File: src/rtl/spi_slave_pkg.sv
package spi_slave_pkg;

  localparam logic [3:0] MODE_GATED = 4'b0100;
  localparam logic [3:0] MODE_FREE  = 4'b0101;

  typedef struct packed {
    logic sck;
    logic ss_n;
    logic mosi;
  } pins_t;

  localparam pins_t PINS_RST = '{sck: 1'b0, ss_n: 1'b1, mosi: 1'b0};

endpackage

File: src/rtl/spi_in_sync.sv
module spi_in_sync #(
  parameter int unsigned W      = 3,
  parameter int unsigned STAGES = 2,
  parameter logic [W-1:0] RST_VAL = '0
) (
  input  logic         clk,
  input  logic         rst_n,
  input  logic [W-1:0] d,
  output logic [W-1:0] q
);

  localparam int unsigned CHAIN_W = W * STAGES;

  logic [CHAIN_W-1:0] chain_q;
  logic [CHAIN_W-1:0] chain_n;

  generate
    if (STAGES == 1) begin : g_single
      always_comb chain_n = d;
    end else begin : g_multi
      always_comb chain_n = {chain_q[CHAIN_W-W-1:0], d};
    end
  endgenerate

  always_ff @(posedge clk or negedge rst_n) begin
    if (!rst_n) chain_q <= {STAGES{RST_VAL}};
    else        chain_q <= chain_n;
  end

  assign q = chain_q[CHAIN_W-1 -: W];

endmodule

File: src/rtl/spi_shift_core.sv
module spi_shift_core #(
  parameter int unsigned BITS = 8
) (
  input  logic            clk,
  input  logic            rst_n,
  input  logic            en,
  input  logic            sel_ok,
  input  logic            cpol,
  input  logic            cke,
  input  logic            sck_s,
  input  logic            mosi_s,
  input  logic            ld,
  input  logic [BITS-1:0] ld_data,
  output logic            miso,
  output logic            done,
  output logic [BITS-1:0] done_byte,
  output logic            busy
);

  localparam int unsigned CNT_W = (BITS > 1) ? $clog2(BITS) : 1;
  localparam int unsigned RX_W  = BITS - 1;
  localparam logic [CNT_W-1:0] LAST = CNT_W'(BITS - 1);

  logic             sck_d;
  logic [CNT_W-1:0] cnt_q, cnt_n;
  logic [RX_W-1:0]  rx_q, rx_n;
  logic [BITS-1:0]  tx_q, tx_n;
  logic             miso_q, miso_n;
  logic             busy_q, busy_n;

  logic edge_any, lead, trail, samp, xmit, run;

  assign run      = en & sel_ok;
  assign edge_any = sck_s ^ sck_d;
  assign lead     = edge_any & (sck_s != cpol);
  assign trail    = edge_any & (sck_s == cpol);
  assign samp     = run & (cke ? lead : trail);
  assign xmit     = run & (cke ? trail : lead);

  assign done      = samp & (cnt_q == LAST);
  assign done_byte = {rx_q, mosi_s};

  always_comb begin
    cnt_n  = cnt_q;
    rx_n   = rx_q;
    tx_n   = tx_q;
    miso_n = miso_q;
    busy_n = busy_q;
    if (!en) begin
      cnt_n  = '0;
      rx_n   = '0;
      tx_n   = '0;
      miso_n = 1'b0;
      busy_n = 1'b0;
    end else if (!sel_ok) begin
      cnt_n  = '0;
      rx_n   = '0;
      busy_n = 1'b0;
    end else begin
      if (xmit && (!cke || cnt_q != '0)) begin
        miso_n = tx_q[BITS-1];
        tx_n   = {tx_q[BITS-2:0], 1'b0};
        if (!cke) busy_n = 1'b1;
      end
      if (samp) begin
        rx_n = {rx_q[RX_W-2:0], mosi_s};
        if (cnt_q == LAST) begin
          cnt_n  = '0;
          busy_n = 1'b0;
        end else begin
          cnt_n  = cnt_q + 1'b1;
          busy_n = 1'b1;
        end
      end
    end
    if (en && ld) begin
      if (cke) begin
        tx_n   = {ld_data[BITS-2:0], 1'b0};
        miso_n = ld_data[BITS-1];
      end else begin
        tx_n = ld_data;
      end
    end
  end

  always_ff @(posedge clk or negedge rst_n) begin
    if (!rst_n) begin
      sck_d  <= 1'b0;
      cnt_q  <= '0;
      rx_q   <= '0;
      tx_q   <= '0;
      miso_q <= 1'b0;
      busy_q <= 1'b0;
    end else begin
      sck_d  <= sck_s;
      cnt_q  <= cnt_n;
      rx_q   <= rx_n;
      tx_q   <= tx_n;
      miso_q <= miso_n;
      busy_q <= busy_n;
    end
  end

  assign miso = miso_q;
  assign busy = busy_q;

  // a deselected or disabled port restarts its bit count
  a_r4_idle_restart: assert property (@(posedge clk) disable iff (!rst_n)
    !run |=> (cnt_q == '0 && !busy_q));

  // miso keeps its value across a deselect
  a_r6_miso_hold: assert property (@(posedge clk) disable iff (!rst_n)
    (en && !sel_ok && !ld) |=> $stable(miso_q));

  // completions are never back to back
  a_r2_done_spaced: assert property (@(posedge clk) disable iff (!rst_n)
    done |=> !done);

  // disabled port drives 0 on miso
  a_r11_miso_cleared: assert property (@(posedge clk) disable iff (!rst_n)
    !en |=> !miso_q);

endmodule

File: src/rtl/spi_host_regs.sv
module spi_host_regs #(
  parameter int unsigned BITS = 8
) (
  input  logic            clk,
  input  logic            rst_n,
  input  logic            en,
  input  logic            rd_stb,
  input  logic            wr_stb,
  input  logic            ovf_clr,
  input  logic            wcol_clr,
  input  logic            done,
  input  logic [BITS-1:0] done_byte,
  input  logic            busy,
  output logic            ld,
  output logic [BITS-1:0] rx_buf,
  output logic            full,
  output logic            ovf,
  output logic            wcol
);

  logic [BITS-1:0] buf_q, buf_n;
  logic            full_q, full_n;
  logic            ovf_q, ovf_n;
  logic            wcol_q, wcol_n;

  assign ld = en & wr_stb & ~busy;

  always_comb begin
    buf_n  = buf_q;
    full_n = full_q;
    ovf_n  = ovf_q;
    wcol_n = wcol_q;
    if (!en) begin
      buf_n  = '0;
      full_n = 1'b0;
      ovf_n  = 1'b0;
      wcol_n = 1'b0;
    end else begin
      if (rd_stb)   full_n = 1'b0;
      if (ovf_clr)  ovf_n  = 1'b0;
      if (wcol_clr) wcol_n = 1'b0;
      if (done) begin
        if (full_q && !rd_stb) begin
          ovf_n = 1'b1;
        end else begin
          buf_n  = done_byte;
          full_n = 1'b1;
        end
      end
      if (wr_stb && busy) wcol_n = 1'b1;
    end
  end

  always_ff @(posedge clk or negedge rst_n) begin
    if (!rst_n) begin
      buf_q  <= '0;
      full_q <= 1'b0;
      ovf_q  <= 1'b0;
      wcol_q <= 1'b0;
    end else begin
      buf_q  <= buf_n;
      full_q <= full_n;
      ovf_q  <= ovf_n;
      wcol_q <= wcol_n;
    end
  end

  assign rx_buf = buf_q;
  assign full   = full_q;
  assign ovf    = ovf_q;
  assign wcol   = wcol_q;

  // a byte landing on a full buffer sets overflow and leaves the buffer alone
  a_r7_ovf_keeps_old: assert property (@(posedge clk) disable iff (!rst_n)
    (en && done && full_q && !rd_stb) |=> (ovf_q && $stable(buf_q)));

  // a write during a byte raises the collision flag
  a_r9_wcol_on_busy: assert property (@(posedge clk) disable iff (!rst_n)
    (en && wr_stb && busy) |=> wcol_q);

  // a read without a simultaneous completion empties the buffer
  a_r10_read_empties: assert property (@(posedge clk) disable iff (!rst_n)
    (en && rd_stb && !done) |=> !full_q);

  // a disabled port holds all flags low
  a_r11_flags_low: assert property (@(posedge clk) disable iff (!rst_n)
    !en |=> (!full_q && !ovf_q && !wcol_q));

  // the buffer only fills because a byte completed
  a_r2_full_cause: assert property (@(posedge clk) disable iff (!rst_n)
    $rose(full_q) |-> $past(done));

endmodule

File: src/rtl/spi_slave_port.sv
module spi_slave_port
  import spi_slave_pkg::*;
#(
  parameter int unsigned BITS        = 8,
  parameter int unsigned SYNC_STAGES = 2
) (
  input  logic            clk,
  input  logic            rst_n,
  input  logic            en,
  input  logic            cpol,
  input  logic            cke,
  input  logic [3:0]      mode,
  input  logic            sck,
  input  logic            ss_n,
  input  logic            mosi,
  output logic            miso,
  input  logic            rd_stb,
  output logic [BITS-1:0] rd_data,
  input  logic            wr_stb,
  input  logic [BITS-1:0] wr_data,
  input  logic            ovf_clr,
  input  logic            wcol_clr,
  output logic            full,
  output logic            ovf,
  output logic            wcol
);

  pins_t           raw, syn;
  logic            gated, free_run, sel_ok;
  logic            ld, done, busy;
  logic [BITS-1:0] done_byte;

  assign raw = '{sck: sck, ss_n: ss_n, mosi: mosi};

  spi_in_sync #(
    .W      ($bits(pins_t)),
    .STAGES (SYNC_STAGES),
    .RST_VAL(PINS_RST)
  ) u_sync (
    .clk  (clk),
    .rst_n(rst_n),
    .d    (raw),
    .q    (syn)
  );

  assign gated    = (mode == MODE_GATED);
  assign free_run = (mode == MODE_FREE);
  assign sel_ok   = free_run | (gated & ~syn.ss_n);

  spi_shift_core #(.BITS(BITS)) u_core (
    .clk      (clk),
    .rst_n    (rst_n),
    .en       (en),
    .sel_ok   (sel_ok),
    .cpol     (cpol),
    .cke      (cke),
    .sck_s    (syn.sck),
    .mosi_s   (syn.mosi),
    .ld       (ld),
    .ld_data  (wr_data),
    .miso     (miso),
    .done     (done),
    .done_byte(done_byte),
    .busy     (busy)
  );

  spi_host_regs #(.BITS(BITS)) u_regs (
    .clk      (clk),
    .rst_n    (rst_n),
    .en       (en),
    .rd_stb   (rd_stb),
    .wr_stb   (wr_stb),
    .ovf_clr  (ovf_clr),
    .wcol_clr (wcol_clr),
    .done     (done),
    .done_byte(done_byte),
    .busy     (busy),
    .ld       (ld),
    .rx_buf   (rd_data),
    .full     (full),
    .ovf      (ovf),
    .wcol     (wcol)
  );

endmodule

File: config.mk
export PLATFORM = sky130hd
export DESIGN_NAME = spi_slave_port
export DESIGN_NICKNAME = d
export VERILOG_FILES = /design/src/rtl/spi_slave_pkg.sv /design/src/rtl/spi_in_sync.sv /design/src/rtl/spi_shift_core.sv /design/src/rtl/spi_host_regs.sv /design/src/rtl/spi_slave_port.sv
export SDC_FILE = /design/constraint.sdc
export NUM_CORES = 1
export LEC_CHECK = 0
export ABC_AREA = 1
export CAP_MARGIN = 40
export CORE_AREA = 3 3 65 61
export CTS_CLUSTER_DIAMETER = 80
export DETAILED_ROUTE_END_ITERATION = 10
export DIE_AREA = 0 0 68 64
export GPL_ROUTABILITY_DRIVEN = 0
export GPL_TIMING_DRIVEN = 0
export PLACE_DENSITY = 0.83
export SYNTH_ARGS = -nofsm -noshare
export SYNTH_HDL_FRONTEND = slang
export SYNTH_SLANG_ARGS = --single-unit
File: constraint.sdc
create_clock -name clk -period 2.28 [get_ports clk]
set_clock_uncertainty 0.05 [all_clocks]
set_input_delay 0.342 -clock clk [delete_from_list [all_inputs] [get_ports clk]]
set_output_delay 0.342 -clock clk [all_outputs]
set_load 0.05 [all_outputs]
-- Word-level counts from Yosys, hierarchy flattened
Index checks and enable logic that the tools add are counted.
- bitwise gates (word level): 13
- div/mod/pow operators: 0
- add/sub/neg operators: 1
- reduce and logical (&&, ||, !) cells: 11
- shift-type cells: 0
- order comparisons: 0
- eq/ne operators: 13
- $mul: 0
- mux-type cells: 39
- operators by type and width (kind ; number):
    8-bit 2-to-1 mux ; 8
    1-bit 2-to-1 mux ; 24
    7-bit 2-to-1 mux ; 3
    3-bit 2-to-1 mux ; 4
    1-bit AND ; 9
    3-bit by 1-bit inequality test with 1-bit output (second input constant) ; 3
    4-bit by 3-bit equality test with 1-bit output (second input constant) ; 2
    4-bit inequality test (second input constant) ; 2
    2-bit AND reduction ; 3
    1-bit logical AND ; 4
    3-bit by 1-bit adder with 3-bit output (second input constant) ; 1
    3-bit equality test (second input constant) ; 1
    3-bit inequality test (second input constant) ; 1
    3-bit nonzero test ; 1
    1-bit zero test ; 2
    2-bit by 1-bit inequality test with 1-bit output (second input constant) ; 1
    2-bit inequality test (second input constant) ; 1
    1-bit NOT ; 2
    1-bit equality test ; 1
    1-bit logical OR ; 1
    1-bit inequality test ; 1
    1-bit OR ; 1
    1-bit XOR ; 1
- memory bits (writable): 0
- register bits: 38
- memories kept: 0
- logic and storage cells: 88
- input bits: 24
- bits in read-only memories: 0
- bits in latches: 0
- output and inout bits: 12

-- Longest topological paths before layout
- depth after elaboration: 11
- depth in mapped cells: 10
- gate-level depth less buffers: 9

-- Modules after synthesis
From an unflattened synthesis, not the netlist that was laid out.
- cells, all modules: 220
- area, all modules: 1886.8 sq um
- modules (own cells, without submodules) (module ; area each (sq um) ; cells each ; times used ; sequential area each (sq um)):
    spi_shift_core ; 1193.6 ; 151 ; 1 ; 525.5
    spi_host_regs ; 499.2 ; 55 ; 1 ; 275.3
    spi_in_sync ; 175.2 ; 9 ; 1 ; 152.6
    spi_slave_port ; 18.8 ; 5 ; 1 ; 0.0

-- Worst setup path before layout
Ideal clock, no wire load.
- kind: register to register
- from: register u_regs.full_q (netlist: u_regs.full)
- to: register u_regs.buf_q[0] (netlist: u_regs.rx_buf[0])
- clock period less this slack: 1.437 ns
- data required time: 2.110 ns
- buffers on the path: 0
- cell stages (with the launch flop): 8
- library setup time: 0.120 ns
- slack: 0.843 ns
- arrival: 1.267 ns
- cell sequence: dfrtp_1 inv_1 nor2_1 inv_1 nand4_4 clkinv_2 nand2_1 nand2_1
- word-level cells in the longest chain between the ends: 3
- RTL lines (item ; line ; text):
    start, declared ; spi_host_regs.sv:22 ; logic full_q, full_n;
    start signal, assigned ; spi_host_regs.sv:62 ; full_q <= full_n;
    1-bit logical AND ; spi_host_regs.sv:43 ; if (full_q && !rd_stb) begin
    2-bit inequality test (no source line) ; - ;
    2-bit AND reduction (no source line) ; - ;
    end signal, assigned ; spi_host_regs.sv:61 ; buf_q <= buf_n;
    end, declared ; spi_host_regs.sv:21 ; logic [BITS-1:0] buf_q, buf_n;
No other way between the ends.
A chain may end at the register's enable or synchronous reset.

-- Worst setup path in the final report
- from: register u_regs.buf_q[0] (netlist: u_regs.rx_buf[0])
- to: output rd_data[0]
- RTL lines (item ; line ; text):
    end, declared ; spi_slave_port.sv:18 ; output logic [BITS-1:0] rd_data,
No word-level cell between the ends.

==> summary.md <==
Number of cells upsized or downsized after cts: 0. The tools report the terminus of the critical flop-to-flop path as u_regs.rx_buf[6]$_DFFE_PN0P_. The average vias per placed instance was 4.99. For met1 alone, demand over resource in global routing was 24.9%.

For this run, the post-layout net count is 278. Row generation in the floorplan step produced 20 rows. The clock latency of the later-clocked register in the worst-skew pair was 0.28 ns; the number of levels in the clock H-tree was 2. The total count of hold-check failures in the final report is 0.

The distinct cell type count of the synthesized netlist was 27. The critical path goes through clkdlybuf4s50_1. The core outline area is 3350 um^2.

The source of the worst register-to-register timing path was u_sync.chain_q[5]$_DFF_PN0_. The number of clock buffers added by TritonCTS is 5. The class of the tightest hold or removal check is in2async. The library cell used most frequently in the layout, excluding fill and tap cells, is nand2_1. The slew at the pin with the worst max-slew slack came out at 0.802 ns. The share of cells above drive strength 1 is 14.3%. X dimension of the die: 68 um.

The wire length after detailed routing is 3530 um, and the final global-route overflow total is 0. In this run the count of I/O pins placed on the die edge is 36. The HPWL after detailed placement is 2700 um. The detail-routed net length per standard cell was 11.9 um.

The delay of the slowest cell on the worst path is 0.81 ns, and the post-CTS setup-driven buffer insertion count is 0. The buffer levels on the longest clock path is 2. The tools report the summed instance area of the synthesized netlist as 1840 um^2. Grouping stages by cell kind, the critical path spends the most delay in buffers and inverters. The final critical-path share of the clock period was 81.3%; the power density relative to cell area was 559 nW/um^2. Cells fill 69.1% of the core in the end.

The initial core utilization is 54.8%, and the arrival time reported for the critical path endpoint is 1.46 ns. In this run the tool buffered the top-level ports with 35 buffer cells. Sequential elements use 51.9% of the synthesized area. The global routing usage on met3 was 5.45%.

Leaving out fill and tap cells, the most frequent cells in the layout are nand2_1, dfrtp_1, clkdlybuf4s50_1. The cell count of the worst reg-to-reg path was 9. The number of clock sinks is 38. In this run the biggest area consumer among cell types represents 49.0% of the synthesized area.

Derived from the worst setup path, the maximum achievable clock frequency is 0.540 GHz. For the final routed database, the setup TNS stands at 0 ns. The run finished with clean final reports. The buffers plus inverters on the worst setup path was 1; the post-synthesis sequential element count was 38. The leakage power of the design came out at 1.08 nW.

The most utilized layer in the global route result was met2. The tools report the overall routing resource usage as 18.3%. Summed over all instances, the cell type with the most area after synthesis is dfrtp_1. The kind of capture point of the worst setup path was a primary output. The global-route wire length before repair is 6010 um, and the length of the first detailed-routing pass in iterations is 4. The max-slew violation count is 0. The setup check on the worst reg-to-reg path leaves a slack of 0.72 ns. From bottom edge to top edge, the die measures 64 um. The worst setup path is of the reg2out kind. For the number of remaining DRC errors, the log shows 0.

The number of antenna violations at the first check in global routing is 0. STA puts the critical path data required time at 1.89 ns. A synthesized cell averages 8.79 um^2.

Number of global-route vias before repair: 1377. The largest individual stage delay along the critical path comes from the cell clkdlybuf4s50_1. Entering global routing, the biggest net connects 39 pins. The floorplan step defined a die boundary enclosing 4350 um^2. The worst supply voltage drop on vdd was 411 uV; the number of standard cells after synthesis was 209. Headroom to the max-slew limit came out at 46.5%. Critical path startpoint category: a flop.

The violation count after the first detailed-routing iteration came out at 108. For the number of diodes added for antenna fixing, the log shows 0. After clock tree synthesis, the clock-pin slew on the worst setup and hold paths is 0.07 ns. The clock period could shrink to 1.85 ns. In this run, post-CTS hold repair placed 0 buffers. Setup repair after global routing left no endpoint under its margin. TritonCTS built the clock tree. The post-synth net total was 236. CTS placed an instance of clkbuf_8 at the clock tree root. The detail route stage leaves a number of antenna-violating nets equal to 0. The routed layout has 1477 vias.

The max-cap violation count came out at 0. The met2 track utilization from global routing was 27.2%; the final number of setup-violating endpoints was 0. During synthesis, Yosys emitted a total of 0 warnings. In this run the worst path has a maximum fanout of 2. Area growth from synthesis to final layout: 26.2%.

By area the synthesized netlist is led by dfrtp_1, nand2_1, inv_1.
==> cell usage after synthesis <==
| cell type | count |
|---|---|
| nand4_4 | 1 |
| nand4_1 | 1 |
| nand3_1 | 18 |
| nand3_2 | 2 |
| o22ai_1 | 6 |
| ha_1 | 3 |
| a21oi_1 | 3 |
| clkbuf_1 | 1 |
| o21ai_2 | 2 |
| a21oi_2 | 1 |
| dfstp_2 | 2 |
| nand2_1 | 63 |
| a32o_1 | 1 |
| clkinv_2 | 2 |
| nand2_2 | 5 |
| o211ai_1 | 7 |
| nand2_4 | 1 |
| buf_8 | 1 |
| inv_2 | 5 |
| nor2_4 | 1 |
| nor2_1 | 4 |
| o21ai_1 | 10 |
| nand3_4 | 2 |
| inv_1 | 26 |
| dfrtp_1 | 36 |
| or2_2 | 1 |
| nor2_2 | 4 |
==> registers in the layout, indices dropped and copies added (netlist names) <==
signal,count
u_regs.rx_buf,8
u_core.cnt_q,3
u_core.rx_q,7
u_core.tx_q,8
u_core.miso,1
u_core.busy,1
u_core.sck_d,1
u_regs.full,1
u_sync.chain_q,6
u_regs.wcol,1
u_regs.ovf,1
==> cell families after synthesis <==
| kind of cell | count (synthesis) | synth area share (%) |
|---|---|---|
| buffers and inverters | 35 | 7.90 |
| AND/OR/NAND/NOR | 103 | 27.7 |
| flip-flops | 38 | 51.9 |
| adder cells (fa/ha/maj) | 3 | 2.04 |
| AO/OA/AOI/OAI | 30 | 10.4 |
==> layer usage <==
layer | vias up | wire [um]
met3 | 5 | 186
met4 | 0 | 44
met1 | 681 | 1640
li1 | 759 | -
met5 | - | 0
met2 | 32 | 1660
==> area by class of cell <==
class | instances | area [um^2]
Inverter | 33 | 126
Clock buffer | 8 | 80.1
Buffer | 2 | 18.8
Tap cell | 44 | 55.1
Multi-Input combinational cell | 136 | 738
Sequential cell | 38 | 953
Fill cell | 292 | 1040
Timing Repair Buffer | 35 | 345
==> how the worst max path moves through the flow <==
stage                                               to                    startpoint  cells past startpoint  slack, ns
after global routing                        rd_data[0]  u_regs.rx_buf[0]$_DFFE_PN0P_                      1       0.38
after global placement    u_regs.rx_buf[1]$_DFFE_PN0P_                         rst_n                      1      -0.03
after detailed placement       u_core.busy$_DFFE_PN0P_                            en                     10       0.29
final                                       rd_data[0]  u_regs.rx_buf[0]$_DFFE_PN0P_                      1       0.43
after CTS                                   rd_data[0]  u_regs.rx_buf[0]$_DFFE_PN0P_                      1       0.42
after floorplan           u_regs.rx_buf[0]$_DFFE_PN0P_         u_regs.full$_DFF_PN0_                      7       0.84
==> where the power goes <==
group | internal (W) | switching (W) | leakage (nW)
combinational | 0.0000692 | 0.0000919 | 0.538
clock | 0.000217 | 0.000209 | 0.0395
sequential | 0.000698 | 0.00000891 | 0.507
==> through the flow <==
| step | setup WS (ns) | area [um^2] | hold WS, ns | power (W) | cells |
|---|---|---|---|---|---|
| after floorplan | 0.843 | 1840 | -0.00359 | 0.000805 | 209 |
| after global placement | -0.0301 | 2240 | 0.283 | 0.000879 | 288 |
| after detailed placement | 0.285 | 2240 | 0.287 | 0.000882 | 288 |
| after CTS | 0.416 | 2320 | 0.122 | 0.00131 | 296 |
| after global routing | 0.380 | 2320 | 0.160 | 0.00137 | 296 |
| final | 0.427 | 2320 | 0.0958 | 0.00129 | 296 |
No activity file was read; power rests on OpenSTA's default activity.
